--- config.mk ---
export PLATFORM = sky130hd
export DESIGN_NAME = sysclk_switch_ctrl
export DESIGN_NICKNAME = d
export VERILOG_FILES = /design/src/rtl/sclk_pkg.sv /design/src/rtl/sclk_fail_mon.sv /design/src/rtl/sclk_src_switch.sv /design/src/rtl/sclk_osc_regs.sv /design/src/rtl/sysclk_switch_ctrl.sv
export SDC_FILE = /design/constraint.sdc
export NUM_CORES = 1
export LEC_CHECK = 0
export ABC_AREA = 1
export BUFFER_PORTS_ARGS = -buffer_cell sky130_fd_sc_hd__buf_2
export CORE_MARGIN = 2
export CORE_UTILIZATION = 38
export DETAILED_ROUTE_END_ITERATION = 8
export PLACE_DENSITY_LB_ADDON = 0.2
export RECOVER_POWER = 100
export SYNTH_ARGS = -nofsm -noshare
export SYNTH_HDL_FRONTEND = slang
export SYNTH_SLANG_ARGS = --single-unit
export TNS_END_PERCENT = 20
--- constraint.sdc ---
create_clock -name clk -period 0.9 [get_ports clk]
set_input_delay 0.09 -clock clk [delete_from_list [all_inputs] [get_ports clk]]
set_output_delay 0.09 -clock clk [all_outputs]
set_load 0.05 [all_outputs]
--- src/rtl/sclk_pkg.sv ---
package sclk_pkg;

    typedef enum logic [1:0] {
        SRC_MSR  = 2'b00,
        SRC_HSR  = 2'b01,
        SRC_XTAL = 2'b10,
        SRC_PLL  = 2'b11
    } src_e;

    localparam int NSRC  = 4;
    localparam int SRC_W = 2;
    localparam logic [NSRC-1:0] EN_RST = 4'b0001;

    // Which oscillators currently feed the system clock, directly or via the PLL.
    function automatic logic [NSRC-1:0] in_use_vec(src_e act, logic pll_from_xtal);
        logic [NSRC-1:0] u;
        u = '0;
        u[SRC_MSR]  = (act == SRC_MSR);
        u[SRC_HSR]  = (act == SRC_HSR)  || ((act == SRC_PLL) && !pll_from_xtal);
        u[SRC_XTAL] = (act == SRC_XTAL) || ((act == SRC_PLL) &&  pll_from_xtal);
        u[SRC_PLL]  = (act == SRC_PLL);
        return u;
    endfunction

endpackage

--- src/rtl/sclk_fail_mon.sv ---
module sclk_fail_mon
    import sclk_pkg::*;
(
    input  logic clk,
    input  logic rst,
    input  logic cfg_we,
    input  logic cfg_mon_en,
    input  logic fail_clr,
    input  logic xtal_fail,
    input  src_e src_act,
    input  logic pll_from_xtal,
    output logic mon_en,
    output logic fallback,
    output logic fail_flag
);

    logic xtal_used;

    always_comb begin
        xtal_used = (src_act == SRC_XTAL) || ((src_act == SRC_PLL) && pll_from_xtal);
        fallback  = mon_en && xtal_fail && xtal_used;
    end

    always_ff @(posedge clk) begin
        if (rst) begin
            mon_en    <= 1'b0;
            fail_flag <= 1'b0;
        end else begin
            if (cfg_we)
                mon_en <= cfg_mon_en;
            if (fallback)
                fail_flag <= 1'b1;
            else if (fail_clr)
                fail_flag <= 1'b0;
        end
    end

endmodule

--- src/rtl/sclk_src_switch.sv ---
module sclk_src_switch
    import sclk_pkg::*;
(
    input  logic            clk,
    input  logic            rst,
    input  logic            cfg_we,
    input  logic [SRC_W-1:0] cfg_src,
    input  logic [NSRC-1:0] src_rdy,
    input  logic            fallback,
    output src_e            src_req,
    output src_e            src_act
);

    logic take;

    always_comb take = (src_req != src_act) && src_rdy[src_req];

    always_ff @(posedge clk) begin
        if (rst) begin
            src_req <= SRC_MSR;
            src_act <= SRC_MSR;
        end else if (fallback) begin
            src_req <= SRC_MSR;
            src_act <= SRC_MSR;
        end else begin
            if (cfg_we)
                src_req <= src_e'(cfg_src);
            if (take)
                src_act <= src_req;
        end
    end

endmodule

--- src/rtl/sclk_osc_regs.sv ---
module sclk_osc_regs
    import sclk_pkg::*;
#(
    parameter int MUL_W     = 4,
    parameter int DIV_W     = 2,
    parameter int RANGE_W   = 3,
    parameter int RANGE_MAX = 6,
    parameter int RANGE_RST = 5
)(
    input  logic               clk,
    input  logic               rst,
    input  logic               cfg_we,
    input  logic [NSRC-1:0]    cfg_osc_en,
    input  logic               cfg_pll_in,
    input  logic [MUL_W-1:0]   cfg_pll_mul,
    input  logic [DIV_W-1:0]   cfg_pll_div,
    input  logic [RANGE_W-1:0] cfg_msr_range,
    input  src_e               src_act,
    input  logic               fallback,
    output logic [NSRC-1:0]    osc_en,
    output logic               pll_from_xtal,
    output logic [MUL_W-1:0]   pll_mul,
    output logic [DIV_W-1:0]   pll_div,
    output logic [RANGE_W-1:0] msr_range
);

    localparam logic [RANGE_W-1:0] RMAX = RANGE_W'(RANGE_MAX);
    localparam logic [RANGE_W-1:0] RRST = RANGE_W'(RANGE_RST);

    logic [NSRC-1:0] in_use;

    always_comb in_use = in_use_vec(src_act, pll_from_xtal);

    for (genvar i = 0; i < NSRC; i++) begin : g_en
        always_ff @(posedge clk) begin
            if (rst)
                osc_en[i] <= EN_RST[i];
            else if (fallback && (i == int'(SRC_XTAL)))
                osc_en[i] <= 1'b0;
            else if (fallback && (i == int'(SRC_MSR)))
                osc_en[i] <= 1'b1;
            else if (cfg_we) begin
                if (cfg_osc_en[i])
                    osc_en[i] <= 1'b1;
                else if (!in_use[i])
                    osc_en[i] <= 1'b0;
            end
        end
    end

    always_ff @(posedge clk) begin
        if (rst) begin
            pll_from_xtal <= 1'b0;
            pll_mul       <= '0;
            pll_div       <= '0;
            msr_range     <= RRST;
        end else if (cfg_we) begin
            if (src_act != SRC_PLL) begin
                pll_from_xtal <= cfg_pll_in;
                pll_mul       <= cfg_pll_mul;
                pll_div       <= cfg_pll_div;
            end
            if (cfg_msr_range <= RMAX)
                msr_range <= cfg_msr_range;
        end
    end

endmodule

--- src/rtl/sysclk_switch_ctrl.sv ---
module sysclk_switch_ctrl
    import sclk_pkg::*;
#(
    parameter int MUL_W     = 4,
    parameter int DIV_W     = 2,
    parameter int RANGE_W   = 3,
    parameter int RANGE_MAX = 6,
    parameter int RANGE_RST = 5
)(
    input  logic               clk,
    input  logic               rst,
    input  logic               cfg_we,
    input  logic [3:0]         cfg_osc_en,
    input  logic [1:0]         cfg_src,
    input  logic               cfg_pll_in,
    input  logic [MUL_W-1:0]   cfg_pll_mul,
    input  logic [DIV_W-1:0]   cfg_pll_div,
    input  logic [RANGE_W-1:0] cfg_msr_range,
    input  logic               cfg_mon_en,
    input  logic               fail_clr,
    input  logic [3:0]         src_rdy,
    input  logic               xtal_fail,
    output logic [3:0]         osc_en,
    output logic [1:0]         src_req,
    output logic [1:0]         src_act,
    output logic               pll_in_sel,
    output logic [MUL_W-1:0]   pll_mul,
    output logic [DIV_W-1:0]   pll_div,
    output logic [RANGE_W-1:0] msr_range,
    output logic               mon_en,
    output logic               fail_flag,
    output logic               nmi
);

    src_e req_q, act_q;
    logic fallback;

    sclk_fail_mon u_mon (
        .clk           (clk),
        .rst           (rst),
        .cfg_we        (cfg_we),
        .cfg_mon_en    (cfg_mon_en),
        .fail_clr      (fail_clr),
        .xtal_fail     (xtal_fail),
        .src_act       (act_q),
        .pll_from_xtal (pll_in_sel),
        .mon_en        (mon_en),
        .fallback      (fallback),
        .fail_flag     (fail_flag)
    );

    sclk_src_switch u_sw (
        .clk      (clk),
        .rst      (rst),
        .cfg_we   (cfg_we),
        .cfg_src  (cfg_src),
        .src_rdy  (src_rdy),
        .fallback (fallback),
        .src_req  (req_q),
        .src_act  (act_q)
    );

    sclk_osc_regs #(
        .MUL_W     (MUL_W),
        .DIV_W     (DIV_W),
        .RANGE_W   (RANGE_W),
        .RANGE_MAX (RANGE_MAX),
        .RANGE_RST (RANGE_RST)
    ) u_regs (
        .clk           (clk),
        .rst           (rst),
        .cfg_we        (cfg_we),
        .cfg_osc_en    (cfg_osc_en),
        .cfg_pll_in    (cfg_pll_in),
        .cfg_pll_mul   (cfg_pll_mul),
        .cfg_pll_div   (cfg_pll_div),
        .cfg_msr_range (cfg_msr_range),
        .src_act       (act_q),
        .fallback      (fallback),
        .osc_en        (osc_en),
        .pll_from_xtal (pll_in_sel),
        .pll_mul       (pll_mul),
        .pll_div       (pll_div),
        .msr_range     (msr_range)
    );

    assign src_req = req_q;
    assign src_act = act_q;
    assign nmi     = fail_flag;

endmodule

; Word-level counts from Yosys, hierarchy flattened
; Index checks and enable logic that the tools add are counted.
; Widths: inputs -> output; s select.
[word_totals]
register_bits = 20
input_bits = 26
out_inout_bits = 21
word_cells = 52
[classes]
n_lt_le_gt_ge = 2
n_eq_ne = 9
muxes = 12
reduce_logical = 17
[ops]
columns = op, count
row1 = $reduce_and 2->1, 6
row2 = $mux 1, 11
row3 = $ne 2x2->1 const B, 5
row4 = $logic_and 1x1->1, 5
row5 = $eq 2x2->1 const B, 2
row6 = $le 3x3->1 const B, 1
row7 = $lt 2x3->1 const B, 1
row8 = $bmux 1 s2, 1
row9 = $eq 2x1->1 const B, 1
row10 = $logic_not 2->1, 1
row11 = $logic_or 1x1->1, 2
row12 = $ne 2x2->1, 1
row13 = $reduce_bool 2->1, 1
row14 = $reduce_or 2->1, 1
row15 = $logic_not 1->1, 1

; Logic depth before layout (Yosys ltp)
[depth]
ltp_word = 5
ltp_mapped = 8
depth_no_buf = 8

; Modules after synthesis
; A second synthesis with hierarchy kept.
[unflattened]
cells_unflattened = 119
area_unflattened_um2 = 875.8
[by_module_without_submodules]
columns = mod, instances, cells_each, area_per_inst_um2, seq_area_each_um2
row1 = sclk_osc_regs, 1, 74, 553.0, 280.3
row2 = sclk_src_switch, 1, 29, 212.7, 80.1
row3 = sclk_fail_mon, 1, 15, 102.6, 40.0
row4 = sysclk_switch_ctrl, 1, 1, 7.5, 0.0

; Worst setup path after synthesis
; OpenSTA, ideal clock, no wires.
[synth_path]
path_kind = register to register
start = reg u_sw.src_req[0]
end = reg u_sw.src_act[0]
setup_time_ns = 0.117
arrival_ns = 1.199
required_ns = 0.783
setup_slack_ns = -0.416
path_stages_with_launch = 6
n_path_buf = 0
period_less_slack_ns = 1.316
path_cell_list = dfxtp_1 > inv_1 > nand2_1 > nand3_1 > a21oi_1 > nor2_2
[synth_via]
elab_chain_cells = 3
elab_cells_between_ends = 4
classes_between = 1 x eq/ne / 2 x mux / 1 x reduce/logical
[synth_rtl]
columns = item, line
row1 = start: declaration, sclk_src_switch.sv:10  ; output src_e src_req,
row2 = start signal: assignment, sclk_src_switch.sv:27  ; src_req <= src_e'(cfg_src);
row3 = $bmux 1 s2, sclk_src_switch.sv:16  ; always_comb take = (src_req != src_act) && src_rdy[src_req];
row4 = $mux 1 (implied by the code), sclk_src_switch.sv:16
row5 = $logic_and 1x1->1, sclk_src_switch.sv:16
row6 = end signal: assignment, sclk_src_switch.sv:29  ; src_act <= src_req;
row7 = end: declaration, sclk_src_switch.sv:11  ; output src_e src_act
; Parallel ways exist; a longest one is shown, timed or not. The select of a mux whose other input is x is not followed.
; A chain may end at the register's enable or synchronous reset.

; Worst setup path after layout
[layout_path]
start = reg u_sw.src_req[0]
end = out src_req[0]
[layout_lines]
columns = item, line
row1 = end: declaration, sysclk_switch_ctrl.sv:24  ; output logic [1:0] src_req,
; No word-level cell between the ends.

==> summary.md <==
| Metric | Value |
|---|---|
| H-tree depth | `1` |
| FF-to-FF path depth | `7` |
| Clk pin slew, worst setup/hold paths | `~0.11 ns` |
| Hold Fails Final Rpt | `0` |
| Leakage | `between 0.7 and 0.8 nW` |
| CP top delay family | `flip-flops` |
| Worst Hold Depth | `3` |
| CTS Sinks | `20` |
| Hold worst-path end | `u_regs.msr_range[2]$_SDFFE_PP1P_` |
| Via Count | `roughly 940` |
| Detailed Routing Iterations Pass 1 | `3` |
| First-pass GRT wire length | `roughly 3.7 mm` |
| WP data required | `roughly 0.8 ns` |
| Initial antenna violation count | `0` |
| # rows | `16` |
| Reg-to-Reg End | `u_sw.src_act[0]$_SDFFE_PP0P_` |
| CP max stage delay | `approximately 0.37 ns` |
| Effective utilization at floorplan | `41.1%` |
| Setup ws final | `-0.119 ns` |
| Max_slew headroom | `between 80% and 90%` |
| Status | `finished, violations left` |
| Antenna-violating nets left | `0` |
| Drt wl/cell | `between 10 and 15 µm` |
| Fmax | `slightly below 1000 MHz` |
| Routability cong. | `just under 0.7` |
| Largest net degree at the start of global routing | `13` |
| Total track usage | `between 10% and 20%` |
| Layout fillers | `around 170` |
| Num CTS Buffers | `3` |
| Min Hold Slack | `0.00615 ns` |
| Area contributors post-synth | `dfxtp_1 (49%), nor2_1 (10%), nand2_1 (9.6%)` |
| TritonCTS clock tree | `yes` |
| Cell taking the most area after synthesis | `dfxtp_1` |
| NumNets Final | `199` |
| Sequential share of the synthesized area | `48.7%` |
| HP Start | `cfg_msr_range[2]` |
| Bufs and invs on worst path | `2` |
| Max IR drop VDD | `about 1200 µV` |
| Synthesized Nets | `139` |
| Port buffer count | `46` |
| Power density cells | `1480 nW/µm²` |
| First DRT Iteration DRCs | `10` |
| Layout area overhead | `79.3%` |
| Unrepaired setup endpoints after global routing | `true` |
| Worst min path class | `input port to flip-flop` |
| Slowest cell on crit path | `dfxtp_4` |
| Final WL | `between 2 and 2.5 mm` |
| DIE WIDTH | `about 51 µm` |
| CP startpoint kind | `flip-flop` |
| FF-to-FF setup slack | `-0.07 ns` |
| Insertion delay to the later sink of the worst-skew pair | `approximately 0.3 ns` |
| Failing checks | `setup timing` |
| Die Span Y | `50.5 µm` |
| Crit path kind | `flip-flop to output pin` |
| Synth Cell Area | `about 800 µm²` |
| Overflow after GRT | `0` |
| Share of cells above drive strength 1 | `~55%` |
| Vias in the first global route | `880` |
| CP Data Arrival Time | `0.93 ns` |
| Buffer levels on the longest clock path | `2` |
| DPL Wire Length | `about 1.6 mm` |
| Warnings, synthesis | `0` |
| DRC | `0` |
| CORE AREA | `~2000 µm²` |
| # Max-Cap Violations | `0` |
| Reg2reg start | `u_sw.src_act[1]$_SDFFE_PP0P_` |
| IO Count | `47` |
| Die area | `2550 µm²` |
| Total Power | `~2.2 mW` |
| Worst-margin pin slew | `0.233 ns` |
| Syn Inst Count | `around 110` |
| Synth Register Bits | `20` |
| Via density | `between 4 and 5` |
| Post-route minimum period | `around 1 ns` |
| Avg Cell Area, Syn | `just over 7 µm²` |
| Final setup viols | `27` |
| Worst-path maximum fanout | `4` |
| CP Cell Sequence | `buf_6 -> buf_8` |
| CP Capture Type | `output pin` |
| Synth cell types | `17` |
| Slew Viols, Final | `0` |
| Yosys top cell area share | `48.7%` |
| Root Buffer | `clkbuf_4` |
| Diodes inserted | `0` |
| Final core occ | `between 70 and 80%` |
| Final worst-path cycle share | `113%` |
| Clk_skew | `about 0.0040 ns` |
-- synth_stat cells --
| master | n |
|---|---|
| a21oi_1 | 8 |
| a21oi_4 | 1 |
| a22oi_1 | 1 |
| a31oi_1 | 1 |
| buf_2 | 2 |
| buf_4 | 1 |
| dfxtp_1 | 20 |
| inv_1 | 10 |
| inv_2 | 4 |
| nand2_1 | 21 |
| nand2_2 | 1 |
| nand2_4 | 1 |
| nand3_1 | 6 |
| nor2_1 | 22 |
| nor2_2 | 2 |
| o21ai_0 | 11 |
| o21ai_1 | 1 |
-- state kept, by name (all words and copies together), names as in the netlist --
register and cells:
u_regs.osc_en 4, u_mon.fail_flag 1, u_regs.msr_range 3, u_mon.mon_en 1, u_regs.pll_div 2, u_regs.pll_mul 4, u_sw.src_act 2, u_regs.pll_from_xtal 1
u_sw.src_req 2
-- tightest hold or removal path, stage by stage --
cell	delay, ns
buf_2	0.09
nand2_1	0.05
nand3_1	0.05
-- per-stage QoR --
| stage | instance area, µm² | instances | TNS, ns | worst slack, ns |
|---|---|---|---|---|
| global route | 1470 | 199 | -2.66 | -0.158 |
| floorplan | 843 | 113 | -0.650 | -0.0973 |
| finish | 1470 | 199 | -0.985 | -0.119 |
| global placement | 1130 | 189 | -0.0362 | -0.0185 |
| CTS | 1410 | 199 | -0.810 | -0.120 |
| detailed placement | 1130 | 189 | -0.244 | -0.0539 |
-- worst max path at each step --
| stage | startpoint | to | depth (start not counted) |
|---|---|---|---|
| floorplan | u_sw.src_req[0]$_SDFFE_PP0P_ | u_sw.src_act[0]$_SDFFE_PP0P_ | 5 |
| global placement | u_sw.src_act[0]$_SDFFE_PP0P_ | u_sw.src_act[0]$_SDFFE_PP0P_ | 8 |
| detailed placement | u_sw.src_act[0]$_SDFFE_PP0P_ | u_sw.src_act[0]$_SDFFE_PP0P_ | 8 |
| CTS | u_sw.src_req[0]$_SDFFE_PP0P_ | src_req[0] | 2 |
| global route | u_sw.src_req[0]$_SDFFE_PP0P_ | u_sw.src_act[0]$_SDFFE_PP0P_ | 5 |
| finish | u_sw.src_req[0]$_SDFFE_PP0P_ | src_req[0] | 2 |
-- cell usage in the layout, fill, tap and decap left out, types with 6 or more instances in the layout --
cell / synthesis / layout
o21ai_0: 11 / 7
dfxtp_4: 0 / 6
a21oi_1: 8 / 7
nand2_1: 21 / 17
buf_4: 1 / 6
nand3_1: 6 / 6
inv_1: 10 / 10
nor2_1: 22 / 20
dfxtp_2: 0 / 11
buf_2: 2 / 25
buf_6: 0 / 9
buf_8: 0 / 15
-- layout make-up --
type	instances	area (µm²)	share of cell area (%)
Tap cell	27	33.8	2.29
Sequential cell	20	437	29.6
Multi-Input combinational cell	76	383	26.0
Clock buffer	4	36.3	2.46
Timing Repair Buffer	58	527	35.7
Inverter	14	57.6	3.90
-- routing by layer --
metal / wire length [µm] / up-vias / GRT usage (%)
li1: - / 475 / -
met1: 921 / 438 / 21.1
met2: 1340 / 28 / 36.2
met3: 123 / 2 / 4.17
met4: 15 / 0 / 6.76
met5: 0 / - / 0
-- kinds of logic (layout without fill, tap and decap cells) --
| kind of cell | Yosys count | after routing | synth area share, % |
|---|---|---|---|
| buffers and inverters | 17 | 76 | 8.52 |
| AND/OR/NAND/NOR | 53 | 53 | 26.9 |
| AO/OA/AOI/OAI | 23 | 23 | 15.8 |
| flip-flops | 20 | 20 | 48.7 |
-- power by group --
group	switching [mW]	leakage, nW	internal (mW)
Combinational	0.370	0.533	0.276
Sequential	0.0650	0.172	0.944
Clock	0.274	0.0210	0.247
Total	0.708	0.726	1.47
-- timing repair --
item,CTS,global route
resized for setup,67,23
pin swaps,0,5
endpoints found under the hold margin,3,0
buffers inserted,3,0
setup endpoints to repair,32,37
hold buffers,3,0
Note: power is estimated with default switching activity, not from simulation.
